`src/rtl/lim_pkg.sv`:
```
package lim_pkg;

  typedef enum logic {
    LNK_FAIL = 1'b0,
    LNK_GOOD = 1'b1
  } lnk_state_e;

  function automatic int unsigned lim_max(input int unsigned a, input int unsigned b);
    return (a > b) ? a : b;
  endfunction

endpackage

```
`src/rtl/lim_rst_sync.sv`:
```
module lim_rst_sync #(
  parameter int unsigned STAGES = 2
) (
  input  logic clk_i,
  input  logic rst_ni,
  output logic rst_sync_no
);

  logic [STAGES-1:0] sync_q;

  always_ff @(posedge clk_i or negedge rst_ni) begin
    if (!rst_ni) begin
      sync_q <= '0;
    end else begin
      sync_q <= {sync_q[STAGES-2:0], 1'b1};
    end
  end

  assign rst_sync_no = sync_q[STAGES-1];

endmodule

```
`src/rtl/lim_tx_timer.sv`:
```
module lim_tx_timer #(
  parameter int unsigned TX_IDLE_MS = 16
) (
  input  logic clk_i,
  input  logic rst_ni,
  input  logic ms_tick_i,
  input  logic tx_active_i,
  output logic lp_req_o
);

  localparam int unsigned CW = (TX_IDLE_MS > 1) ? $clog2(TX_IDLE_MS) : 1;
  localparam logic [CW-1:0] LAST = CW'(TX_IDLE_MS - 1);

  logic [CW-1:0] cnt_q, cnt_d;
  logic          req_q, req_d;

  always_comb begin
    cnt_d = cnt_q;
    req_d = 1'b0;
    if (tx_active_i) begin
      cnt_d = '0;
    end else if (ms_tick_i) begin
      if (cnt_q == LAST) begin
        cnt_d = '0;
        req_d = 1'b1;
      end else begin
        cnt_d = cnt_q + 1'b1;
      end
    end
  end

  always_ff @(posedge clk_i or negedge rst_ni) begin
    if (!rst_ni) begin
      cnt_q <= '0;
      req_q <= 1'b0;
    end else begin
      cnt_q <= cnt_d;
      req_q <= req_d;
    end
  end

  assign lp_req_o = req_q;

endmodule

```
`src/rtl/lim_rx_fsm.sv`:
```
module lim_rx_fsm
  import lim_pkg::*;
#(
  parameter int unsigned RX_FAIL_MS     = 100,
  parameter int unsigned PULSE_GAP_MS   = 65,
  parameter int unsigned RECOVER_PULSES = 4
) (
  input  logic clk_i,
  input  logic rst_ni,
  input  logic ms_tick_i,
  input  logic rx_data_i,
  input  logic rx_pulse_i,
  input  logic chk_en_i,
  output logic link_good_o
);

  localparam int unsigned SPAN = lim_max(RX_FAIL_MS, PULSE_GAP_MS);
  localparam int unsigned CW   = (SPAN > 1) ? $clog2(SPAN) : 1;
  localparam int unsigned PW   = (RECOVER_PULSES > 1) ? $clog2(RECOVER_PULSES) : 1;
  localparam logic [CW-1:0] FAIL_LAST  = CW'(RX_FAIL_MS - 1);
  localparam logic [CW-1:0] GAP_LAST   = CW'(PULSE_GAP_MS - 1);
  localparam logic [PW-1:0] PULSE_LAST = PW'(RECOVER_PULSES - 1);

  lnk_state_e    st_q, st_d;
  logic [CW-1:0] cnt_q, cnt_d;
  logic [PW-1:0] pc_q, pc_d;

  always_comb begin
    st_d  = st_q;
    cnt_d = cnt_q;
    pc_d  = pc_q;
    if (!chk_en_i) begin
      st_d  = LNK_GOOD;
      cnt_d = '0;
      pc_d  = '0;
    end else if (st_q == LNK_GOOD) begin
      if (rx_data_i || rx_pulse_i) begin
        cnt_d = '0;
      end else if (ms_tick_i) begin
        if (cnt_q == FAIL_LAST) begin
          st_d  = LNK_FAIL;
          cnt_d = '0;
        end else begin
          cnt_d = cnt_q + 1'b1;
        end
      end
    end else begin
      if (rx_data_i) begin
        st_d  = LNK_GOOD;
        cnt_d = '0;
        pc_d  = '0;
      end else if (rx_pulse_i) begin
        cnt_d = '0;
        if (pc_q == PULSE_LAST) begin
          st_d = LNK_GOOD;
          pc_d = '0;
        end else begin
          pc_d = pc_q + 1'b1;
        end
      end else if (ms_tick_i && (pc_q != '0)) begin
        if (cnt_q == GAP_LAST) begin
          cnt_d = '0;
          pc_d  = '0;
        end else begin
          cnt_d = cnt_q + 1'b1;
        end
      end
    end
  end

  always_ff @(posedge clk_i or negedge rst_ni) begin
    if (!rst_ni) begin
      st_q  <= LNK_FAIL;
      cnt_q <= '0;
      pc_q  <= '0;
    end else begin
      st_q  <= st_d;
      cnt_q <= cnt_d;
      pc_q  <= pc_d;
    end
  end

  assign link_good_o = (st_q == LNK_GOOD);

endmodule

```
`src/rtl/link_integrity_mon.sv`:
```
module link_integrity_mon #(
  parameter int unsigned NPORTS         = 2,
  parameter int unsigned TX_IDLE_MS     = 16,
  parameter int unsigned RX_FAIL_MS     = 100,
  parameter int unsigned PULSE_GAP_MS   = 65,
  parameter int unsigned RECOVER_PULSES = 4
) (
  input  logic              clk_i,
  input  logic              rst_ni,
  input  logic              ms_tick_i,
  input  logic [NPORTS-1:0] rx_data_i,
  input  logic [NPORTS-1:0] rx_pulse_i,
  input  logic [NPORTS-1:0] tx_active_i,
  input  logic [NPORTS-1:0] chk_en_i,
  output logic [NPORTS-1:0] lp_req_o,
  output logic [NPORTS-1:0] link_good_o,
  output logic [NPORTS-1:0] rx_rep_o
);

  logic rst_sync_n;

  lim_rst_sync #(.STAGES(2)) u_rst (
    .clk_i       (clk_i),
    .rst_ni      (rst_ni),
    .rst_sync_no (rst_sync_n)
  );

  for (genvar p = 0; p < NPORTS; p++) begin : g_port
    lim_tx_timer #(.TX_IDLE_MS(TX_IDLE_MS)) u_tx (
      .clk_i       (clk_i),
      .rst_ni      (rst_sync_n),
      .ms_tick_i   (ms_tick_i),
      .tx_active_i (tx_active_i[p]),
      .lp_req_o    (lp_req_o[p])
    );

    lim_rx_fsm #(
      .RX_FAIL_MS     (RX_FAIL_MS),
      .PULSE_GAP_MS   (PULSE_GAP_MS),
      .RECOVER_PULSES (RECOVER_PULSES)
    ) u_rx (
      .clk_i       (clk_i),
      .rst_ni      (rst_sync_n),
      .ms_tick_i   (ms_tick_i),
      .rx_data_i   (rx_data_i[p]),
      .rx_pulse_i  (rx_pulse_i[p]),
      .chk_en_i    (chk_en_i[p]),
      .link_good_o (link_good_o[p])
    );

    assign rx_rep_o[p] = rx_data_i[p] & link_good_o[p];
  end

endmodule

```
`config.mk`:
```
export PLATFORM = sky130hd
export DESIGN_NAME = link_integrity_mon
export DESIGN_NICKNAME = d
export VERILOG_FILES = /design/src/rtl/lim_pkg.sv /design/src/rtl/lim_rst_sync.sv /design/src/rtl/lim_tx_timer.sv /design/src/rtl/lim_rx_fsm.sv /design/src/rtl/link_integrity_mon.sv
export SDC_FILE = /design/constraint.sdc
export NUM_CORES = 1
export LEC_CHECK = 0
export BUFFER_PORTS_ARGS = -buffer_cell sky130_fd_sc_hd__buf_2
export CORE_MARGIN = 2
export CORE_UTILIZATION = 53
export DETAILED_ROUTE_END_ITERATION = 10
export PLACE_DENSITY = 0.75
export SYNTH_ARGS = -nofsm -noshare
export SYNTH_HDL_FRONTEND = slang
export SYNTH_SLANG_ARGS = --single-unit
```
`constraint.sdc`:
```
create_clock -name clk_i -period 0.9 [get_ports clk_i]
set_input_delay 0.27 -clock clk_i [delete_from_list [all_inputs] [get_ports clk_i]]
set_output_delay 0.27 -clock clk_i [all_outputs]
set_load 0.01 [all_outputs]
```
==> summary.txt, run 1 <==
Outcome
  – Status: finished with violations
  – Violated checks: negative setup slack

Placed design
  – Placed Area: 2450 um2
  – GP Congestion: 0.824
  – Port bufs: 16
  – Placed wire-length estimate: 3430 um
  – Dpl cells: 300

Layout
  – ANT cells: 0
  – Share of layout cells above drive strength 1: 61.0%
  – Layout area overhead: 67.5%
  – NumNets Final: 310
  – Fin area: 3100 um2
  – Fin cells: approximately 340

Floorplanning
  – IO Count: 17
  – Die Height: 63.1 um
  – Std-Cell Rows: 21
  – Area of the core: 3340 um2
  – Die footprint: ~4000 um2
  – Initial Utilization: 55.4%
  – Die Wd: 63.1 um

Drt
  – Via count: about 2200
  – Vias per cell: 6.50
  – DRT iter0 DRCs: 280
  – DRT Pass-1 Iters: 5
  – Final wirelength: approximately 8200 um
  – DRC errors left: 0
  – Remaining antenna violation count: 0
  – Avg WL per Cell: 24.5 um

STA
  – Final worst setup slack: -0.860 ns
  – Final min period: between 1.5 and 2 ns
  – F_max: 568 MHz
  – Max-slew violations: 0
  – Final setup fails: 36
  – Unrepaired setup endpoints after global routing: yes
  – Final Cycle Share: 196%
  – Hold_ws: 0.0659 ns
  – Clk_skew: 0.0291 ns
  – Fin. Hold Viols: 0

Synthesis
  – Largest area contributor in the netlist: dfrtp_1
  – Cell Area, Synth: 1850 um2
  – Xor and xnor area share after synthesis: less than 1%
  – Sequential-to-total area share from yosys stat: ~43%
  – Compound-gate portion of the synthesized area: approximately 15%
  – Synth Net Count: 218
  – Number of register bits inferred by synthesis: 32
  – Distinct cells, synth: 44
  – Post-synthesis cell count: 197
  – Largest family of logic cells by synthesized area: simple AND/OR/NAND/NOR gates
  – Post-synthesis mux area share: 2.23%
  – Post-Synth Adder-Cell Area: 6.77%
  – Synth area leaders: dfrtp_1 (43%), ha_1 (6.8%), nand2_1 (4.3%)
  – Synth top area share: 43.3%
  – Mapped Avg Cell Area: 9.39 um2
  – Synth Area in Simple Gates: 26.2%
  – Ys Warns: 0

Clock network
  – Worst skew pair latency: between 0.3 and 0.4 ns
  – Clk sinks: 32
  – CTS H-tree depth: 2
  – CTS root buf: clkbuf_4
  – CTS buffer count: 5
  – Clk buf depth: 2
  – CTS tree: done
  – Clock slew at reported path FFs: 0.13 ns

Setup path
  – Worst Setup End Kind: register
  – Worst EP required: 1.13 ns
  – Setup Crit Path Kind: reg2reg
  – Crit path max fanout: 4
  – Worst path cell trace: inv_1 > ha_4 > or3b_4 > a21boi_4 > nor4_1 > a211o_2
  – Max stage delay cell, worst path: dfrtp_1
  – Worst path max stage delay: between 0.4 and 0.5 ns
  – Crit path DAT: 1.99 ns
  – Startpoint type of the worst setup path: register

Power
  – Power density cells: 943 nW/um2
  – Pleak: between 1 and 1.5 nW
  – VDD IR max: about 1 mV
  – Tot Pwr: approximately 2.9 mW

GRT
  – Vias in the first global route: 2158
  – Wire length of the first global-routing pass: 10800 um
  – GRT overflow: 0
  – Initial antenna violation count: 0
  – Largest net degree at the start of global routing: 26
  – GRT Total Usage: 35.3%

Run
  – Max Cap Violations: 0

Min path
  – HP Class: reg2async
==> worst paths after layout <==
path / cells past startpoint / startpoint / to / slack, ns
min in group clk_i: 2 / tx_active_i[1] / g_port[1].u_tx.lp_req_o$_DFF_PN0_ / 0.16
min reg2reg: 0 / u_rst.sync_q[1]$_DFF_PN0_ / g_port[0].u_rx.cnt_q[4]$_DFFE_PN0P_ / 0.07
min: 0 / u_rst.sync_q[1]$_DFF_PN0_ / g_port[0].u_rx.cnt_q[4]$_DFFE_PN0P_ / 0.07
max reg2reg: 6 / g_port[1].u_rx.cnt_q[1]$_DFFE_PN0P_ / g_port[1].u_rx.cnt_q[2]$_DFFE_PN0P_ / -0.86
max in group asynchronous: 1 / u_rst.sync_q[1]$_DFF_PN0_ / g_port[1].u_rx.link_good_o$_DFF_PN0_ / 0.42
max: 6 / g_port[1].u_rx.cnt_q[1]$_DFFE_PN0P_ / g_port[1].u_rx.cnt_q[2]$_DFFE_PN0P_ / -0.86
==> cells by family after synthesis <==
kind of cell | after synthesis
AO/OA/AOI/OAI | 42
XOR/XNOR | 2
adder cells (fa/ha/maj) | 10
buffers and inverters | 18
flip-flops | 32
multiplexers | 4
other | 1
AND/OR/NAND/NOR | 88
==> per-stage QoR <==
| stage | worst slack [ns] | setup TNS [ns] | utilization (%) |
|---|---|---|---|
| 4_1_cts | -0.758 | -15.44 | 85.8 |
| 2_1_floorplan | -0.700 | -9.77 | - |
| 5_1_grt | -0.938 | -19.46 | 92.8 |
| 6_report | -0.860 | -18.15 | 92.8 |
| 3_5_place_dp | -0.765 | -14.24 | 73.3 |
| 3_3_place_gp | -0.691 | -13.02 | 73.3 |
==> state kept, by name, summed over array words and instances, names as in the netlist <==
register	count
g_port.u_tx.lp_req_o	2
g_port.u_rx.pc_q	4
g_port.u_tx.cnt_q	8
u_rst.sync_q	2
g_port.u_rx.cnt_q	14
g_port.u_rx.link_good_o	2
==> synthesized netlist by cell type (all sizes together) <==
master,number
nand4,2
nand2b,4
nand3b,1
ha,10
a221o,2
nor3,2
a21o,2
o21ai,14
mux2,1
buf,8
a21oi,10
nand3,12
a211o,1
and2,2
or4,4
and2b,3
nor2,14
inv,9
mux2i,3
or2b,1
or3,4
xor2,2
nand2,21
clkbuf,1
and3,2
a22o,2
o21a,1
dfrtp,32
a31oi,6
or2,1
a21boi,2
nor4b,2
conb,1
nor3b,6
o22ai,1
or3b,4
a311oi,1
nor4,3
==> power by group <==
group	internal, mW	switching [mW]	total, mW
Clock	0.386	0.559	0.944
Combinational	0.232	0.242	0.474
Sequential	1.46	0.0376	1.50
==> layout make-up <==
| type | instances | area, um2 |
|---|---|---|
| multi-input combinational | 147 | 1380 |
| clock buffer | 8 | 58.8 |
| timing repair buffer | 94 | 767 |
| tap | 46 | 57.6 |
| inverter | 9 | 36.3 |
| sequential | 32 | 803 |
| fill | 102 | 239 |
==> placed cells by master (no fill, tap or decap), types with 4 or more instances in the layout <==
cell type   n
a21oi_2     5
buf_2      12
buf_4      62
buf_6      17
clkbuf_4    5
dfrtp_1    30
ha_4        9
inv_2       6
nand2_1    14
nand2_2     5
nand3_1     8
nor2_1     11
o21ai_0     5
o21ai_2     5
or4_1       4
==> layer usage <==
metal / share of wire (%) / up-vias / routed length (um) / GRT usage (%)
met2: 49 / 174 / 4060 / 65.2
li1: - / 885 / - / -
met5: 0 / - / 0 / 0
met4: 6.9 / 0 / 565 / 15.3
met1: 35 / 1052 / 2900 / 39.3
met3: 8.7 / 74 / 720 / 6.25
==> worst max-delay path, delay by kind of cell, from the launching register on <==
| kind | cells | cell delay (ns) |
|---|---|---|
| AOI/OAI and AO/OA | 2 | 0.49 |
| adders and majority gates | 1 | 0.15 |
| buffers and inverters | 1 | 0.12 |
| and+or+nand+nor | 2 | 0.48 |
| DFF | 1 | 0.41 |
==> timing repair <==
action	4_1_cts	5_1_grt
setup buffers	21	12
cloned	0	0
pin swaps	23	33
hold buffers	1	0
hold endpoints to repair	2	0
resized for setup	42	39
endpoints found under the setup margin	34	36
Power figures use the tool's default switching activity.
==> inputs of run 2 (changes only) <==
Settings changed: PLACE_DENSITY 0.75 to 0.78.
==> summary.txt, run 2 (synthesized netlist as in run 1, its figures left out) <==
Outcome
  – Status: finished with violations
  – Violated checks: negative setup slack

Setup path
  – Max stage delay cell, worst path: dfrtp_1
  – Crit path DAT: 2.13 ns
  – Crit path max fanout: 4
  – Worst path max stage delay: 0.43 ns
  – FF-to-FF path depth: 7
  – Worst EP required: 1.17 ns
  – Worst Setup End Kind: register
  – Setup Crit Path Kind: reg2reg
  – Worst path cell trace: inv_1 > ha_2 > or3b_4 > a21boi_4 > buf_4 > nor4_2 > a21o_2
  – Startpoint type of the worst setup path: register

GRT
  – Wire length of the first global-routing pass: 9970 um
  – GRT Total Usage: roughly 33%
  – Vias in the first global route: 2031
  – Initial antenna violation count: 0
  – GRT overflow: 0
  – Largest net degree at the start of global routing: 28

Clock network
  – CTS buffer count: 5
  – Worst skew pair latency: 0.37 ns
  – Clock slew at reported path FFs: between 0.1 and 0.15 ns
  – CTS H-tree depth: 2
  – Clk buf depth: 2
  – CTS root buf: clkbuf_4
  – Clk sinks: 32
  – CTS tree: done

Drt
  – DRT iter0 DRCs: 211
  – DR WL met3: 645 um
  – Uppermost routed layer: met4
  – Final wirelength: 7820 um
  – DRC errors left: 0
  – DRT Pass-1 Iters: 5
  – Vias per cell: 6.60
  – Remaining antenna violation count: 0
  – Routed wl met2: 3690 um
  – Avg WL per Cell: 24.1 um
  – Via count: 2139
  – Met1 Wirelength: 2770 um

Run
  – Max Cap Violations: 0

Power
  – Pleak: 1.30 nW
  – VDD IR max: 0.933 mV
  – Power density cells: around 1000 nW/um2
  – Tot Pwr: 2.95 mW

STA
  – Final min period: 1.86 ns
  – F_max: 537 MHz
  – Final setup fails: 36
  – Final worst setup slack: -0.962 ns
  – Fin. Hold Viols: 0
  – Hold_ws: 0.0863 ns
  – Unrepaired setup endpoints after global routing: yes
  – Final Cycle Share: 207%
  – Clk_skew: roughly 0.017 ns
  – Max-slew violations: 0

Floorplanning
  – Die Height: 63.1 um
  – IO Count: 17
  – Initial Utilization: 55.4%
  – Die Wd: 63.1 um
  – Area of the core: 3340 um2
  – Die footprint: 3980 um2
  – Std-Cell Rows: 21

Layout
  – Commonest non-fill, non-tap cell in the layout: buf_4
  – Share of layout cells above drive strength 1: 60.8%
  – Biggest register: g_port.u_rx.cnt_q
  – Commonest cells after routing, fill and taps aside: buf_4 (52), dfrtp_1 (27), buf_6 (15)
  – Fill count: between 100 and 150
  – ANT cells: 0
  – Biggest regs: g_port.u_rx.cnt_q x14, g_port.u_tx.cnt_q x8, g_port.u_rx.pc_q x4
  – Max reg flops: 14
  – NumNets Final: 298
  – Reg area: 807 um2
  – Area of the multi-input gates: between 1000 and 1500 um2
  – Layout area overhead: 63.4%

Placed design
  – Port bufs: 16
  – Placed wire-length estimate: 3500 um
  – GP Congestion: 0.813

Min path
  – HP Class: reg2async
[run 2: cell count changes in the layout (fill, tap and decap cells not counted), sizes merged]
cell,change
buf,-12
[run 2: report_power, final]
group | switching, mW | total, mW | internal (mW)
sequential | 0.0407 | 1.51 | 1.46
clock | 0.537 | 0.996 | 0.459
combinational | 0.236 | 0.451 | 0.215
total | 0.813 | 2.95 | 2.14
[run 2: worst max-delay path, delay by kind of cell (launching register included)]
family,cells,cell delay [ns]
simple gates,2,0.43
flops,1,0.43
compound gates,2,0.43
buf+inv,2,0.27
fa+ha+maj,1,0.19
[run 2: cell type report]
class | instances | share of cell area, %
flip-flops and latches | 32 | 26.7
inverters | 9 | 1.12
well taps | 46 | 1.90
clock buffers | 8 | 2.28
multi-input cells | 147 | 45.8
repair buffers | 82 | 22.2
[run 2: final timing paths]
kind	slack [ns]	endpoint	startpoint
max	-0.96	g_port[1].u_rx.cnt_q[0]$_DFFE_PN0P_	g_port[1].u_rx.cnt_q[0]$_DFFE_PN0P_
min in group clk_i	0.13	g_port[0].u_tx.cnt_q[3]$_DFFE_PN0P_	tx_active_i[0]
max reg2reg	-0.96	g_port[1].u_rx.cnt_q[0]$_DFFE_PN0P_	g_port[1].u_rx.cnt_q[0]$_DFFE_PN0P_
max in group asynchronous	0.41	g_port[1].u_tx.cnt_q[0]$_DFFE_PN0P_	u_rst.sync_q[1]$_DFF_PN0_
min	0.09	g_port[1].u_rx.cnt_q[3]$_DFFE_PN0P_	u_rst.sync_q[1]$_DFF_PN0_
min reg2reg	0.09	g_port[1].u_rx.cnt_q[3]$_DFFE_PN0P_	u_rst.sync_q[1]$_DFF_PN0_
[run 2: metrics by stage]
stage                     cell area (um2)  setup TNS, ns  utilization, %  cells  setup slack (ns)
final                                3020         -18.94            90.6    324            -0.962
after CTS                            2790         -15.45            83.7    321            -0.791
after floorplan                      2000          -9.77               -    197            -0.700
after detailed placement             2410         -14.72            72.2    295            -0.771
after global routing                 3020         -20.19            90.6    324             -1.00
after global placement               2410         -13.22            72.2    295            -0.684
[run 2: metal layers]
layer	GRT usage (%)	vias up
li1	-	868
met4	17.2	0
met3	7.32	71
met2	55.9	176
met1	38.8	1024
met5	0	-
[run 2: timing repair]
| item | in CTS | in global routing |
|---|---|---|
| setup endpoints to repair | 35 | 36 |
| buffers inserted | 17 | 4 |
| pin swaps | 27 | 21 |
| hold buffers | 1 | 0 |
| hold endpoints to repair | 2 | 0 |
| resized for setup | 40 | 42 |
==> inputs of run 3 (changes only) <==
Settings changed: CORE_MARGIN 2 to 3, SETUP_SLACK_MARGIN set to 0.3.
==> summary.txt, run 3 <==
Clock network
  – Clk buf depth: 2
  – CTS H-tree depth: 2
  – Clk sinks: 32
  – CTS buffer count: 5
  – CTS root buf: clkbuf_4

Floorplanning
  – Std-Cell Rows: 20
  – IO Count: 17
  – Die Height: 65.1 um
  – Die Wd: approximately 65 um
  – Initial Utilization: 58.2%

Placed design
  – GP Congestion: 0.871
  – Dpl cells: 297
  – Port bufs: 16
  – Placed wire-length estimate: roughly 3300 um

Synthesis
  – Mapped Avg Cell Area: approximately 9.4 um2
  – Synth area leaders: dfrtp_1 (43%), ha_1 (6.8%), nand2_1 (4.3%)
  – Post-synthesis cell count: 197
  – Distinct cells, synth: 44
  – Sequential-to-total area share from yosys stat: 43.3%
  – Number of register bits inferred by synthesis: 32
  – Ys Warns: 0
  – Cell Area, Synth: 1850 um2
  – Synth top area share: 43.3%
  – Top post-synthesis cells by count: dfrtp_1 (32), nand2_1 (21), nor2_1 (14), o21ai_0 (14), nand3_1 (12)
  – Synth Net Count: 218
  – Largest area contributor in the netlist: dfrtp_1
  – Number of flops mapped to enable cells by yosys: 0
  – Count leader, synth: dfrtp_1
  – Synth Flop Type: dfrtp_1
  – FFs w/ async S/R, synth: 100%

Outcome
  – Tool error: [ERROR DPL-0033] detailed placement checks failed during check placement.
  – Status: did not finish
  – Stopping stage: 5_1_grt

GRT
  – Initial antenna violation count: 1
  – Largest net degree at the start of global routing: 31

STA
  – WEP type: register data pin
  – Crit. endpoint post-GRT repair: g_port[1].u_rx.cnt_q[1]$_DFFE_PN0P_/D
[run 3: logic make-up after synthesis]
group	Yosys count	synth area share, %
flops	32	43.3
other cells	1	0.203
xor+xnor	2	0.947
buf+inv	18	5.41
simple gates	88	26.2
compound gates	42	15.0
mux	4	2.23
fa+ha+maj	10	6.77
[run 3: metrics by stage]
step | area [um2] | setup WS (ns)
CTS | 2780 | -0.779
global placement | 2440 | -0.703
detailed placement | 2440 | -0.768
floorplan | 2030 | -0.700
[run 3: repair_timing]
item                                   4_1_cts
buffers inserted                            15
endpoints found under the hold margin        2
pin swaps                                   27
setup endpoints to repair                   36
hold buffers                                 1
resized for setup                           35
==> inputs of run 4 (changes only) <==
Settings changed: CORE_UTILIZATION 53 to 40, PLACE_DENSITY 0.78 to unset, PLACE_DENSITY_LB_ADDON set to 0.15, SETUP_SLACK_MARGIN 0.3 to unset.
Clock period 0.9 ns to 1.2 ns, I/O delays scaled along.
==> summary.txt, run 4 (synthesized netlist as in run 1, its figures left out) <==
Layout
  – Fill count: 346
  – Commonest cells after routing, fill and taps aside: buf_4 (49), dfrtp_1 (28), nand2_1 (19)
  – Biggest register: g_port.u_rx.cnt_q
  – Fin area: ~2900 um2
  – Share of layout cells above drive strength 1: 53.6%
  – ANT cells: 0
  – Commonest non-fill, non-tap cell in the layout: buf_4
  – NumNets Final: a little under 300
  – Biggest regs: g_port.u_rx.cnt_q x14, g_port.u_tx.cnt_q x8, g_port.u_rx.pc_q x4
  – Layout area overhead: 54.1%
  – Max reg flops: 14

Clock network
  – CTS buffer count: 5
  – CTS H-tree depth: 2
  – Worst skew pair latency: 0.28 ns
  – CTS root buf: clkbuf_8
  – Clk sinks: 32
  – Clock slew at reported path FFs: 0.07 ns
  – Clk buf depth: 2
  – CTS tree: done

Placed design
  – Placed wire-length estimate: ~3100 um
  – GP Congestion: 0.799
  – Placed Area: 2340 um2
  – Port bufs: 16

STA
  – Final worst setup slack: -0.459 ns
  – Final min period: between 1.5 and 2 ns
  – Unrepaired setup endpoints after global routing: yes
  – Clk_skew: 0.00718 ns
  – Final Cycle Share: 138%
  – Setup TNS: -6.90 ns
  – Fin. Hold Viols: 0
  – Final setup fails: 24
  – F_max: 603 MHz
  – Max-slew violations: 0

Setup path
  – Crit path DAT: 1.82 ns
  – Worst Setup End Kind: register
  – Worst EP required: 1.36 ns
  – Max stage delay cell, worst path: dfrtp_1
  – Worst path cell trace: inv_1 > ha_2 > or2b_4 > a21oi_4 > and2b_2 > a22o_2
  – Crit path max fanout: 6
  – Worst path max stage delay: about 0.38 ns
  – Setup Crit Path Kind: reg2reg
  – Startpoint type of the worst setup path: register
  – CP bufs+invs: 1
  – Top Family by Delay on Critical Path: simple AND/OR/NAND/NOR gates

Floorplanning
  – Die Height: 74.0 um
  – Initial Utilization: a little over two fifths
  – Std-Cell Rows: 24
  – Area of the core: between 4000 and 5000 um2
  – Die Wd: between 70 and 80 um
  – IO Count: 17
  – Die footprint: 5480 um2

Power
  – Pleak: ~1.3 nW
  – Logic pwr share: 11.4%
  – Clock power frac: 38.5%
  – Switching Share: 24.7%
  – Power density cells: 787 nW/um2
  – VDD IR max: just over 0.8 mV
  – P_int: 1.69 mW
  – Sequential share of power: between 50% and 60%
  – Sw Pwr: ~0.55 mW

Outcome
  – Violated checks: negative setup slack
  – Status: finished with violations

GRT
  – GRT Total Usage: 18.4%
  – Largest net degree at the start of global routing: 26
  – Wire length of the first global-routing pass: 7870 um
  – Vias in the first global route: 1775
  – GRT overflow: 0
  – Initial antenna violation count: 0

Run
  – Max Cap Violations: 0

Drt
  – Remaining antenna violation count: 0
  – DRT Pass-1 Iters: 4
  – Final wirelength: approximately 4800 um
  – DRC errors left: 0
  – Via count: ~1800
  – Vias per cell: 5.44
  – Avg WL per Cell: 14.6 um
  – DRT iter0 DRCs: 66

Min path
  – HP Class: reg2async
[run 4: power by group through the flow]
stage          Sequential, mW  Combinational [mW]  Clock [mW]
2_1_floorplan            1.15              0.0961           0
3_3_place_gp             1.14               0.203           0
3_5_place_dp             1.14               0.214           0
4_1_cts                  1.12               0.239       0.892
5_1_grt                  1.12               0.283       0.945
6_report                 1.12               0.256       0.864
[run 4: final timing paths]
kind,startpoint,to,slack [ns],cells past startpoint
max,g_port[1].u_rx.pc_q[1]$_DFFE_PN0P_,g_port[1].u_rx.cnt_q[1]$_DFFE_PN0P_,-0.46,6
max reg2reg,g_port[1].u_rx.pc_q[1]$_DFFE_PN0P_,g_port[1].u_rx.cnt_q[1]$_DFFE_PN0P_,-0.46,6
min in group clk_i,tx_active_i[0],g_port[0].u_tx.cnt_q[0]$_DFFE_PN0P_,0.29,2
min reg2reg,u_rst.sync_q[1]$_DFF_PN0_,g_port[1].u_rx.cnt_q[6]$_DFFE_PN0P_,0.12,0
min,u_rst.sync_q[1]$_DFF_PN0_,g_port[1].u_rx.cnt_q[6]$_DFFE_PN0P_,0.12,0
max in group asynchronous,u_rst.sync_q[1]$_DFF_PN0_,g_port[0].u_tx.cnt_q[0]$_DFFE_PN0P_,0.64,1
[run 4: area by class of cell]
| cell class | instances | area (um2) | share of cell area (%) |
|---|---|---|---|
| Clock buffer | 6 | 82.6 | 2.90 |
| Timing Repair Buffer | 78 | 636 | 22.3 |
| Sequential cell | 32 | 806 | 28.3 |
| Tap cell | 52 | 65.1 | 2.28 |
| Clock inverter | 2 | 10.0 | 0.351 |
| Multi-Input combinational cell | 147 | 1220 | 42.7 |
| Inverter | 9 | 33.8 | 1.19 |
[run 4: worst reg2reg max path, delay by kind of cell (launching register included)]
family	cells	cell delay [ns]
AND/OR/NAND/NOR	2	0.51
AO/OA/AOI/OAI	2	0.40
flip-flops	1	0.38
adder cells (fa/ha/maj)	1	0.18
buffers and inverters	1	0.06
[run 4: stage by stage]
step	setup slack [ns]	cells	hold WS (ns)	utilization, %	power, mW
after global routing	-0.534	326	0.151	64.6	2.35
after floorplan	-0.400	197	0.0644	-	1.25
after global placement	-0.424	299	0.131	53.1	1.34
final	-0.459	326	0.119	64.6	2.24
after CTS	-0.459	321	0.134	61.8	2.25
after detailed placement	-0.462	299	0.133	53.1	1.36
[run 4: timing repair]
action	4_1_cts	5_1_grt
hold endpoints to repair	2	0
buffers inserted	13	6
pin swaps	15	6
hold buffers	1	0
endpoints found under the setup margin	24	28
resized for setup	41	23
[run 4: routing by layer]
layer,routed length (um),vias up,GRT usage (%),part of all wire [%]
li1,-,858,-,-
met2,2560,40,33.7,54
met1,2030,871,21.9,43
met5,0,-,0,0
met4,38,0,4.43,0.80
met3,139,6,3.78,2.9
